<file path="src/rtl/dma4_pkg.sv">
package dma4_pkg;

   typedef struct packed {
      logic word;
      logic burst;
      logic src_inc;
      logic dst_inc;
      logic hw_trig;
   } chan_mode_t;

   typedef enum logic [1:0] {
      XS_IDLE  = 2'd0,
      XS_READ  = 2'd1,
      XS_WRITE = 2'd2
   } xfer_state_e;

endpackage

</file>
<file path="src/rtl/dma_chan.sv">
module dma_chan
   import dma4_pkg::*;
#(
   parameter int AW   = 24,
   parameter int CW   = 17,
   parameter int NIRQ = 4,
   localparam int SELW = $clog2(NIRQ)
) (
   input  logic            clk,
   input  logic            rst_n,
   input  logic            cfg_load,
   input  logic [AW-1:0]   cfg_src,
   input  logic [AW-1:0]   cfg_dst,
   input  logic [CW-1:0]   cfg_cnt,
   input  chan_mode_t      cfg_mode,
   input  logic [SELW-1:0] cfg_sel,
   input  logic            cfg_en,
   input  logic            sw_start,
   input  logic [NIRQ-1:0] irq_rise,
   input  logic            unit_done,
   output logic [AW-1:0]   src,
   output logic [AW-1:0]   dst,
   output chan_mode_t      mode,
   output logic            req,
   output logic            last,
   output logic            en,
   output logic            done,
   output logic            irq
);

   logic [CW-1:0]   cnt;
   logic [SELW-1:0] sel;
   logic            pend;
   logic            trig;
   logic [CW-1:0]   cnt_step;
   logic [AW-1:0]   ptr_step;

   assign cnt_step = mode.word ? CW'(2) : CW'(1);
   assign ptr_step = mode.word ? AW'(2) : AW'(1);
   assign last     = (cnt == cnt_step);
   assign trig     = en && (mode.hw_trig ? irq_rise[sel] : sw_start);
   assign req      = en && pend;

   always_ff @(posedge clk or negedge rst_n) begin
      if (!rst_n) begin
         src  <= '0;
         dst  <= '0;
         cnt  <= '0;
         mode <= '0;
         sel  <= '0;
         en   <= 1'b0;
         done <= 1'b0;
         irq  <= 1'b0;
         pend <= 1'b0;
      end else begin
         irq <= 1'b0;
         if (cfg_load) begin
            src  <= cfg_src;
            dst  <= cfg_dst;
            cnt  <= cfg_mode.word ? {cfg_cnt[CW-1:1], 1'b0} : cfg_cnt;
            mode <= cfg_mode;
            sel  <= cfg_sel;
            en   <= cfg_en;
            done <= 1'b0;
            pend <= 1'b0;
         end else if (unit_done) begin
            if (mode.src_inc) src <= src + ptr_step;
            if (mode.dst_inc) dst <= dst + ptr_step;
            cnt <= cnt - cnt_step;
            if (last) begin
               en   <= 1'b0;
               done <= 1'b1;
               irq  <= 1'b1;
               pend <= 1'b0;
            end else if (!mode.burst) begin
               pend <= trig;
            end
         end else if (trig) begin
            pend <= 1'b1;
         end
      end
   end

endmodule

</file>
<file path="src/rtl/dma_arb.sv">
module dma_arb #(
   parameter int NCH = 4,
   localparam int CHW = $clog2(NCH)
) (
   input  logic [NCH-1:0] req,
   output logic           any,
   output logic [CHW-1:0] win
);

   always_comb begin
      win = '0;
      for (int i = NCH - 1; i >= 0; i--) begin
         if (req[i]) win = CHW'(i);
      end
   end

   assign any = |req;

endmodule

</file>
<file path="src/rtl/dma_xfer.sv">
module dma_xfer
   import dma4_pkg::*;
#(
   parameter int AW  = 24,
   parameter int DW  = 16,
   parameter int NCH = 4,
   localparam int CHW = $clog2(NCH)
) (
   input  logic           clk,
   input  logic           rst_n,
   input  logic           any_req,
   input  logic [CHW-1:0] win,
   input  logic [AW-1:0]  src,
   input  logic [AW-1:0]  dst,
   input  logic           word,
   input  logic           burst,
   input  logic           last,
   input  logic           bus_gnt,
   input  logic [DW-1:0]  bus_rdata,
   output logic [CHW-1:0] cur,
   output logic           bus_req,
   output logic           bus_we,
   output logic           bus_word,
   output logic [AW-1:0]  bus_addr,
   output logic [DW-1:0]  bus_wdata,
   output logic           unit_done
);

   xfer_state_e   state;
   logic [DW-1:0] data;

   always_ff @(posedge clk or negedge rst_n) begin
      if (!rst_n) begin
         state <= XS_IDLE;
         cur   <= '0;
         data  <= '0;
      end else begin
         case (state)
            XS_IDLE: begin
               if (any_req) begin
                  cur   <= win;
                  state <= XS_READ;
               end
            end
            XS_READ: begin
               if (bus_gnt) begin
                  data  <= word ? bus_rdata : {{(DW-8){1'b0}}, bus_rdata[7:0]};
                  state <= XS_WRITE;
               end
            end
            XS_WRITE: begin
               if (bus_gnt) state <= (burst && !last) ? XS_READ : XS_IDLE;
            end
            default: state <= XS_IDLE;
         endcase
      end
   end

   assign bus_req   = (state != XS_IDLE);
   assign bus_we    = (state == XS_WRITE);
   assign bus_word  = word;
   assign bus_addr  = (state == XS_WRITE) ? dst : src;
   assign bus_wdata = data;
   assign unit_done = (state == XS_WRITE) && bus_gnt;

endmodule

</file>
<file path="src/rtl/dma4_engine.sv">
module dma4_engine
   import dma4_pkg::*;
#(
   parameter int NCH  = 4,
   parameter int NIRQ = 4,
   parameter int AW   = 24,
   parameter int DW   = 16,
   parameter int CW   = 17
) (
   input  logic                    clk,
   input  logic                    rst_n,
   input  logic                    cfg_we,
   input  logic [$clog2(NCH)-1:0]  cfg_ch,
   input  logic [AW-1:0]           cfg_src,
   input  logic [AW-1:0]           cfg_dst,
   input  logic [CW-1:0]           cfg_cnt,
   input  logic                    cfg_word,
   input  logic                    cfg_burst,
   input  logic                    cfg_src_inc,
   input  logic                    cfg_dst_inc,
   input  logic                    cfg_hw_trig,
   input  logic [$clog2(NIRQ)-1:0] cfg_sel,
   input  logic                    cfg_en,
   input  logic [NCH-1:0]          sw_start,
   input  logic [NIRQ-1:0]         irq_req,
   output logic                    bus_req,
   output logic                    bus_we,
   output logic                    bus_word,
   output logic [AW-1:0]           bus_addr,
   output logic [DW-1:0]           bus_wdata,
   input  logic                    bus_gnt,
   input  logic [DW-1:0]           bus_rdata,
   output logic [NCH-1:0]          chan_en,
   output logic [NCH-1:0]          chan_done,
   output logic [NCH-1:0]          chan_irq
);

   localparam int CHW = $clog2(NCH);

   if (NCH < 2 || (1 << CHW) != NCH) begin : g_bad_nch
      $error("dma4_engine: NCH must be a power of two, at least 2");
   end
   if (NIRQ < 2 || (1 << $clog2(NIRQ)) != NIRQ) begin : g_bad_nirq
      $error("dma4_engine: NIRQ must be a power of two, at least 2");
   end
   if (DW != 16) begin : g_bad_dw
      $error("dma4_engine: DW must be 16");
   end
   if (CW < 2 || AW < 2) begin : g_bad_cw
      $error("dma4_engine: CW and AW must be at least 2");
   end

   logic [NIRQ-1:0] irq_q;
   logic [NIRQ-1:0] irq_rise;
   logic [AW-1:0]   src_a  [NCH];
   logic [AW-1:0]   dst_a  [NCH];
   chan_mode_t      mode_a [NCH];
   logic [NCH-1:0]  req_v;
   logic [NCH-1:0]  last_v;
   logic            any_req;
   logic [CHW-1:0]  win;
   logic [CHW-1:0]  cur;
   logic            unit_done;
   chan_mode_t      cfg_mode;

   always_ff @(posedge clk or negedge rst_n) begin
      if (!rst_n) irq_q <= '0;
      else        irq_q <= irq_req;
   end
   assign irq_rise = irq_req & ~irq_q;

   assign cfg_mode = '{word: cfg_word, burst: cfg_burst, src_inc: cfg_src_inc,
                       dst_inc: cfg_dst_inc, hw_trig: cfg_hw_trig};

   for (genvar i = 0; i < NCH; i++) begin : g_ch
      dma_chan #(.AW(AW), .CW(CW), .NIRQ(NIRQ)) u_chan (
         .clk       (clk),
         .rst_n     (rst_n),
         .cfg_load  (cfg_we && (cfg_ch == CHW'(i))),
         .cfg_src   (cfg_src),
         .cfg_dst   (cfg_dst),
         .cfg_cnt   (cfg_cnt),
         .cfg_mode  (cfg_mode),
         .cfg_sel   (cfg_sel),
         .cfg_en    (cfg_en),
         .sw_start  (sw_start[i]),
         .irq_rise  (irq_rise),
         .unit_done (unit_done && (cur == CHW'(i))),
         .src       (src_a[i]),
         .dst       (dst_a[i]),
         .mode      (mode_a[i]),
         .req       (req_v[i]),
         .last      (last_v[i]),
         .en        (chan_en[i]),
         .done      (chan_done[i]),
         .irq       (chan_irq[i])
      );
   end

   dma_arb #(.NCH(NCH)) u_arb (
      .req (req_v),
      .any (any_req),
      .win (win)
   );

   dma_xfer #(.AW(AW), .DW(DW), .NCH(NCH)) u_xfer (
      .clk       (clk),
      .rst_n     (rst_n),
      .any_req   (any_req),
      .win       (win),
      .src       (src_a[cur]),
      .dst       (dst_a[cur]),
      .word      (mode_a[cur].word),
      .burst     (mode_a[cur].burst),
      .last      (last_v[cur]),
      .bus_gnt   (bus_gnt),
      .bus_rdata (bus_rdata),
      .cur       (cur),
      .bus_req   (bus_req),
      .bus_we    (bus_we),
      .bus_word  (bus_word),
      .bus_addr  (bus_addr),
      .bus_wdata (bus_wdata),
      .unit_done (unit_done)
   );

endmodule

</file>
<file path="config.mk">
export PLATFORM = sky130hd
export DESIGN_NAME = dma4_engine
export DESIGN_NICKNAME = d
export VERILOG_FILES = /design/src/rtl/dma4_pkg.sv /design/src/rtl/dma_chan.sv /design/src/rtl/dma_arb.sv /design/src/rtl/dma_xfer.sv /design/src/rtl/dma4_engine.sv
export SDC_FILE = /design/constraint.sdc
export NUM_CORES = 1
export LEC_CHECK = 0
export BUFFER_PORTS_ARGS = -buffer_cell sky130_fd_sc_hd__buf_4
export CAP_MARGIN = 25
export CORE_ASPECT_RATIO = 0.75
export CORE_UTILIZATION = 55
export CTS_CLUSTER_DIAMETER = 120
export CTS_CLUSTER_SIZE = 28
export DETAILED_ROUTE_END_ITERATION = 8
export PLACE_DENSITY = 0.77
export SLEW_MARGIN = 20
export SYNTH_ARGS = -nofsm -noshare
export SYNTH_HDL_FRONTEND = slang
export SYNTH_SLANG_ARGS = --single-unit
</file>
<file path="constraint.sdc">
create_clock -name clk -period 2.25 [get_ports clk]
set_clock_uncertainty 0.15 [all_clocks]
set_input_delay 0.5625 -clock clk [delete_from_list [all_inputs] [get_ports clk]]
set_output_delay 0.5625 -clock clk [all_outputs]
set_load 0.005 [all_outputs]
</file>
==> summary.md, run 1 <==
| Metric | Value |
|---|---|
| Synth Register Bits | around 330 |
| Gr ovfl total | 0 |
| Clk_lat worst skew | roughly 560 ps |
| TritonRoute pass-1 iters | 8 |
| Max-slew violations | 0 |
| Final hold vios | 0 |
| CTS tree | built |
| Cell taking the most area after synthesis | dfrtp_1 |
| Number of CTS-inserted buffers | 15 |
| Fin Setup TNS | -29350 ps |
| Crit-path max FO | 4 |
| CTS H-tree lvls | 1 |
| Cell Area, Placed | 22220 um2 |
| WL/cell | about 25 um |
| Worst endpoint data arrival time | 2330 ps |
| Primary FF master, synth | dfrtp_1 |
| I/O Buffers | 157 |
| Critical Path Source | u_xfer.cur[0] |
| Most common cell after layout, fill and taps aside | nand2_1 |
| Routed WL | 70920 um |
| Worst slack at placement | -194.9 ps |
| Max Root-Sink Buffers | 3 |
| Number of global-route vias before repair | 17290 |
| RR Startpoint | u_xfer.cur[0] |
| Antenna violations before repair | 3 |
| Fillers | roughly 2300 |
| Fin util | 74.41% |
| Cell Pwr Density | just over 800 nW/um2 |
| Outcome | finished with violations |
| Setup ws final | -796.7 ps |
| Number of flops mapped to enable cells by yosys | 0 |
| Max-cap violations | 0 |
| Hold WS | 75.04 ps |
| Top-area cell type share of the netlist area | 42.41% |
| CP required | 1540 ps |
| Final #Nets | 2533 |
| Reg area | 8218 um2 |
| CP Capture Type | primary output |
| First-pass GRT wire length | 100200 um |
| CP max stage delay | 510 ps |
| Largest net degree at the start of global routing | roughly 120 |
| Fmax | 328.2 MHz |
| Clock sink count | 328 |
| Seq/Total Area, Yosys | 42.41% |
| DIE AREA | between 30000 and 40000 um2 |
| HPWL Detailed | 46650 um |
| Via density | 6.489 |
| Worst Hold Launch | cfg_src_inc |
| Fin area | 25820 um2 |
| Post-synthesis cell count | ~2100 |
| Ys Warns | 0 |
| LEAKAGE | 0.01089 uW |
| Largest cells by area after synthesis | dfrtp_1 (42%), nand2_1 (8.2%), o21ai_0 (6.6%), mux4_2 (6.2%), xnor2_1 (5.9%) |
| Root buffer cell | clkbuf_16 |
| GRT Util Overall | between 30 and 40% |
| Period utilization | 135.4% |
| GP Congestion | 0.9875 |
| Vias | 18540 |
| Worst-margin pin slew | 854.5 ps |
| Max VDD drop | 0.7331 mV |
| Clk slew on worst S/H paths | ~120 ps |
| Worst relative slew slack | 42.88% |
| Syn avg cell area | 9.287 um2 |
| Row count | 59 |
| Share of cells above drive strength 1 | 32.01% |
| Failing checks | negative setup slack |
| Chip Height | 164.5 um |
| RSZ-0062 raised after global routing | true |
| Chain of cells forming the critical path | buf_8 > clkbuf_16 > mux4_2 > mux2_4 > buf_6 |
| Die Width | 218.6 um |
| Worst min-delay path class | input port to flip-flop |
| Commonest cells after routing, fill and taps aside | nand2_1 (407), dfrtp_1 (322), buf_4 (275), o21ai_1 (137), xnor2_1 (120) |
| Asr flop ratio synth | 100.0% |
| Core footprint | about 35000 um2 |
| CP Launch Type | flip-flop |
| Area of the multi-input gates | 12520 um2 |
| Initial Utilization | 55.78% |
| Mapped Area | 19350 um2 |
| Finish-stage setup viols | 143 |
| Area Growth Syn to Fin | 33.40% |
| Antenna-violating nets left | 0 |
| Mapped Nets | 2223 |
| Iter 0 DRT Violations | 2264 |
| Final min period | 3047 ps |
| CP Class | flip-flop to primary output |
| Slowest cell on the critical path | mux4_2 |
| Yosys cell types | 63 |
| Boundary pin count | 158 |
| DR DRC count | 0 |
[critical path, delay by kind of cell, from the launching register on]
| kind | cells | cell delay (ps) |
|---|---|---|
| mux | 2 | 840 |
| flops | 1 | 490 |
| buf+inv | 3 | 440 |
[sequential cells by signal, indices dropped and copies added (netlist names), 4 cells and up]
name	cells
u_xfer.bus_wdata	16
g_ch.u_chan.pend	4
g_ch.u_chan.mode	20
g_ch.u_chan.dst	96
g_ch.u_chan.en	4
irq_q	4
g_ch.u_chan.src	96
g_ch.u_chan.irq	4
g_ch.u_chan.done	4
g_ch.u_chan.sel	8
g_ch.u_chan.cnt	68
[per-layer routing]
layer	part of all wire [%]	routed length, um	vias up	global-route usage (%)
met5	0	0	-	0
met4	5.3	3791	0	13.83
met3	11	8144	284	7.827
met2	46	32690	1199	58.34
met1	37	26290	9133	49.43
li1	-	-	7922	-
[report_power, final]
group / switching, uW / internal, uW
Sequential: 1600 / 7030
Clock: 2020 / 1250
Combinational: 4450 / 5040
Total: 8070 / 13300
[final timing paths]
check / slack (ps) / cells past startpoint / to
setup reg to reg: -350 / 9 / g_ch[2].u_chan.src[21]
hold / removal: 80 / 3 / g_ch[2].u_chan.mode[2]
hold reg to reg: 350 / 2 / g_ch[0].u_chan.sel[0]
min in group asynchronous: 390 / 2 / g_ch[2].u_chan.dst[1]
max in group asynchronous: 870 / 3 / u_xfer.bus_wdata[9]
setup / recovery: -800 / 5 / bus_addr[4]
[repair_timing]
item	CTS	global route
pin swaps	61	138
hold buffers	5	0
gates resized for setup	235	382
setup endpoints to repair	89	233
gates cloned	4	4
buffers inserted	16	51
hold endpoints to repair	40	0
[through the flow]
step,cells,total power (uW)
global placement,2757,15430
CTS,2800,19980
finish,2857,21390
floorplan,2084,12300
global route,2853,22220
detailed placement,2757,15700
[cell families after synthesis]
kind of cell               share of synthesized area, %
and+or+nand+nor                                   23.03
DFF                                               42.41
AOI/OAI and AO/OA                                 8.876
xor gates and xnor gates                          10.36
buffers and inverters                             3.446
muxes                                             9.083
adders and majority gates                         2.793
[synth_stat cells, types with 13 or more instances]
cell type and instances:
mux2_2 35, inv_1 46, and4_1 16, nor2_1 85, ha_1 24, nand4_1 65, mux2i_1 17, dfrtp_1 328
or3_1 14, buf_2 13, clkbuf_1 81, nand3_1 73, nand2_1 424, nor3_1 67, and3_1 20, mux4_2 53
xor2_1 98, buf_4 13, o21ai_0 254, xnor2_1 131, nand2b_1 14, nor4_1 47, a21oi_1 31
[area by class of cell]
cell class                      count  share of cell area, %
Antenna cell                        4                0.03877
Clock buffer                       17                  1.483
Clock inverter                      2                0.06785
Inverter                           46                 0.7366
Multi-Input combinational cell   1596                  48.48
Sequential cell                   328                  31.83
Tap cell                          457                  2.215
Timing Repair Buffer              407                  15.15
Note: power is estimated with default switching activity, not from simulation.
==> inputs of run 2 (changes only) <==
- BUFFER_PORTS_ARGS: -buffer_cell sky130_fd_sc_hd__buf_4 -> not set
- CORE_UTILIZATION: 55 -> 57
- CTS_BUF_LIST: not set -> sky130_fd_sc_hd__clkbuf_4
- DONT_BUFFER_PORTS: not set -> 1
- PLACE_DENSITY: 0.77 -> 0.75
==> summary.md, run 2 (same netlist as run 1, synthesis figures left out) <==
| Metric | Value |
|---|---|
| Antenna-violating nets left | 0 (unchanged) |
| Vias | 17470 (-5.8%) |
| HPWL Detailed | 43270 um (-7.2%) |
| Routed WL | 64020 um (-9.7%) |
| Initial Utilization | 57.85% (+2.1 points) |
| Largest regs | g_ch.u_chan.dst x96, g_ch.u_chan.src x96, g_ch.u_chan.cnt x68 |
| Chip Height | 161.6 um (-1.7%) |
| Placed insts | 2569 (-6.8%) |
| Worst relative slew slack | 24.86% (-18 points) |
| Share of cells above drive strength 1 | 20.46% (-12 points) |
| DIE AREA | 34700 um2 (-3.5%) |
| Core footprint | 33450 um2 (-3.6%) |
| CP required | 1540 ps (about the same) |
| Clk_lat worst skew | 840 ps (+280 ps) |
| Max-slew violations | 0 (unchanged) |
| M1 WL | 25220 um (-4.1%) |
| CP Class | flip-flop to primary output |
| Area Growth Syn to Fin | 21.77% |
| Cell Pwr Density | 775.4 nW/um2 (-6.4%) |
| Hold WS | -729.4 ps (-804.4 ps) |
| Worst endpoint data arrival time | 2510 ps (+180 ps) |
| First-pass GRT wire length | 97820 um (-2.3%) |
| Die Width | 214.8 um (-1.8%) |
| CTS H-tree lvls | 1 (unchanged) |
| GRT Util Overall | 36.34% (-0.33 points) |
| Number of global-route vias before repair | 16900 (-2.2%) |
| Fmax | 310.4 MHz (-5.4%) |
| Worst-margin pin slew | 1127 ps (+272.7 ps) |
| RSZ-0062 raised after global routing | true |
| LEAKAGE | 0.009330 uW (-14%) |
| Fin area | 23570 um2 (-8.7%) |
| WL met3 | 6559 um (-19%) |
| Most common cell after layout, fill and taps aside | nand2_1 |
| Via density | 6.395 (-1.4%) |
| Setup ws final | -971.9 ps (-175.2 ps) |
| CTS tree | built |
| Iter 0 DRT Violations | 2073 (-8.4%) |
| Cell Area, Placed | 20740 um2 (-6.7%) |
| CTS Hold Bufs | 101 (+96) |
| Max layer used | met5 |
| Max Root-Sink Buffers | 3 (unchanged) |
| CP Launch Type | flip-flop |
| Max-cap violations | 0 (unchanged) |
| DR DRC count | 0 (unchanged) |
| Metal2 WL | 28980 um (-11%) |
| Clock sink count | 328 (unchanged) |
| Worst r2r path cells | 9 (unchanged) |
| Crit-path max FO | 5 (+1) |
| Final min period | 3222 ps (+175.2 ps) |
| Finish-stage setup viols | 170 (+19%) |
| Row count | 58 (-1.7%) |
| Final std cells w/o fill | 2732 (-4.4%) |
| WL/cell | 23.43 um (-5.6%) |
| Worst min-delay path class | input port to asynchronous set/reset pin |
| Number of CTS-inserted buffers | 15 (unchanged) |
| Final hold vios | 331 (+331) |
| TritonRoute pass-1 iters | 8 (unchanged) |
| Max VDD drop | 0.6701 mV (-8.6%) |
| CP Capture Type | primary output |
| Final #Nets | 2415 (-4.7%) |
| Worst slack at placement | -213.4 ps (-18.48 ps) |
| Largest net degree at the start of global routing | 329 (+170%) |
| Root buffer cell | clkbuf_4 |
| GP Congestion | 0.9920 (+0.46%) |
| Clk slew on worst S/H paths | 290 ps (+170 ps) |
| Period utilization | 143.2% (+7.8 points) |
| Gr ovfl total | 0 (unchanged) |
| Outcome | finished with violations |
| Commonest cells after routing, fill and taps aside | nand2_1 (420), dfrtp_1 (322), o21ai_0 (177), buf_4 (138), xnor2_1 (130) |
| I/O Buffers | 0 (-100%) |
| Boundary pin count | 158 (unchanged) |
| Antenna violations before repair | 4 (+1) |
| Failing checks | negative hold slack, negative setup slack |
-- run 2: cell count changes in the layout (fill, tap and decap cells not counted), sizes merged --
cell,delta
mux4,+1
clkbuf,-2
buf,-213
dlygate4sd3,+96
-- run 2: power breakdown --
part	total [uW]	switching, uW	internal (uW)
clock network	2210	1850	359
registers	8510	1470	7040
logic	7560	3750	3810
total	18300	7070	11200
-- run 2: layout make-up --
| class | instances | area (um2) |
|---|---|---|
| Antenna cell | 4 | 10.01 |
| Clock buffer | 17 | 127.6 |
| Clock inverter | 2 | 12.51 |
| Fill cell | 2405 | 9887 |
| Inverter | 46 | 185.2 |
| Multi-Input combinational cell | 1597 | 11620 |
| Sequential cell | 328 | 8220 |
| Tap cell | 450 | 563.0 |
| Timing Repair Buffer | 288 | 2825 |
-- run 2: worst paths after layout --
path                                       startpoint                      to  slack [ps]
worst max-delay path                    u_xfer.cur[0]            bus_addr[11]        -970
worst min-delay path                            rst_n  g_ch[1].u_chan.src[13]        -730
worst max register to register          u_xfer.cur[0]   g_ch[0].u_chan.dst[8]        -260
worst min register to register  g_ch[3].u_chan.sel[0]   g_ch[3].u_chan.sel[0]         370
max in group asynchronous                       rst_n           u_xfer.cur[0]        1660
min in group clk                            cfg_ch[0]   g_ch[2].u_chan.src[2]         -20
-- run 2: stage by stage --
stage	total power [uW]	TNS, ps	util, %
floorplan	12300	-8.438	-
global placement	14230	-1522	61.98
detailed placement	14500	-3454	61.98
CTS	17750	-34310	68.73
global route	19060	-46280	70.42
finish	18270	-34460	70.45
-- run 2: metal layers --
metal	global-route usage, %	up-vias
li1	-	7688
met1	50.17	8523
met2	56.66	1049
met3	6.836	210
met4	15.13	2
met5	0	-
-- run 2: repair_timing --
item / in CTS / in global routing
hold endpoints to repair: 646 / 328
gates cloned: 5 / 1
setup buffers: 24 / 10
setup endpoints to repair: 106 / 255
gates resized for setup: 182 / 141
pin swaps: 20 / 19
-- run 2: critical path, cell delays in order (launching register included) --
cell	delay [ps]
dfrtp_4	570
buf_12	160
buf_12	140
buf_16	130
mux4_2	420
mux2_4	290
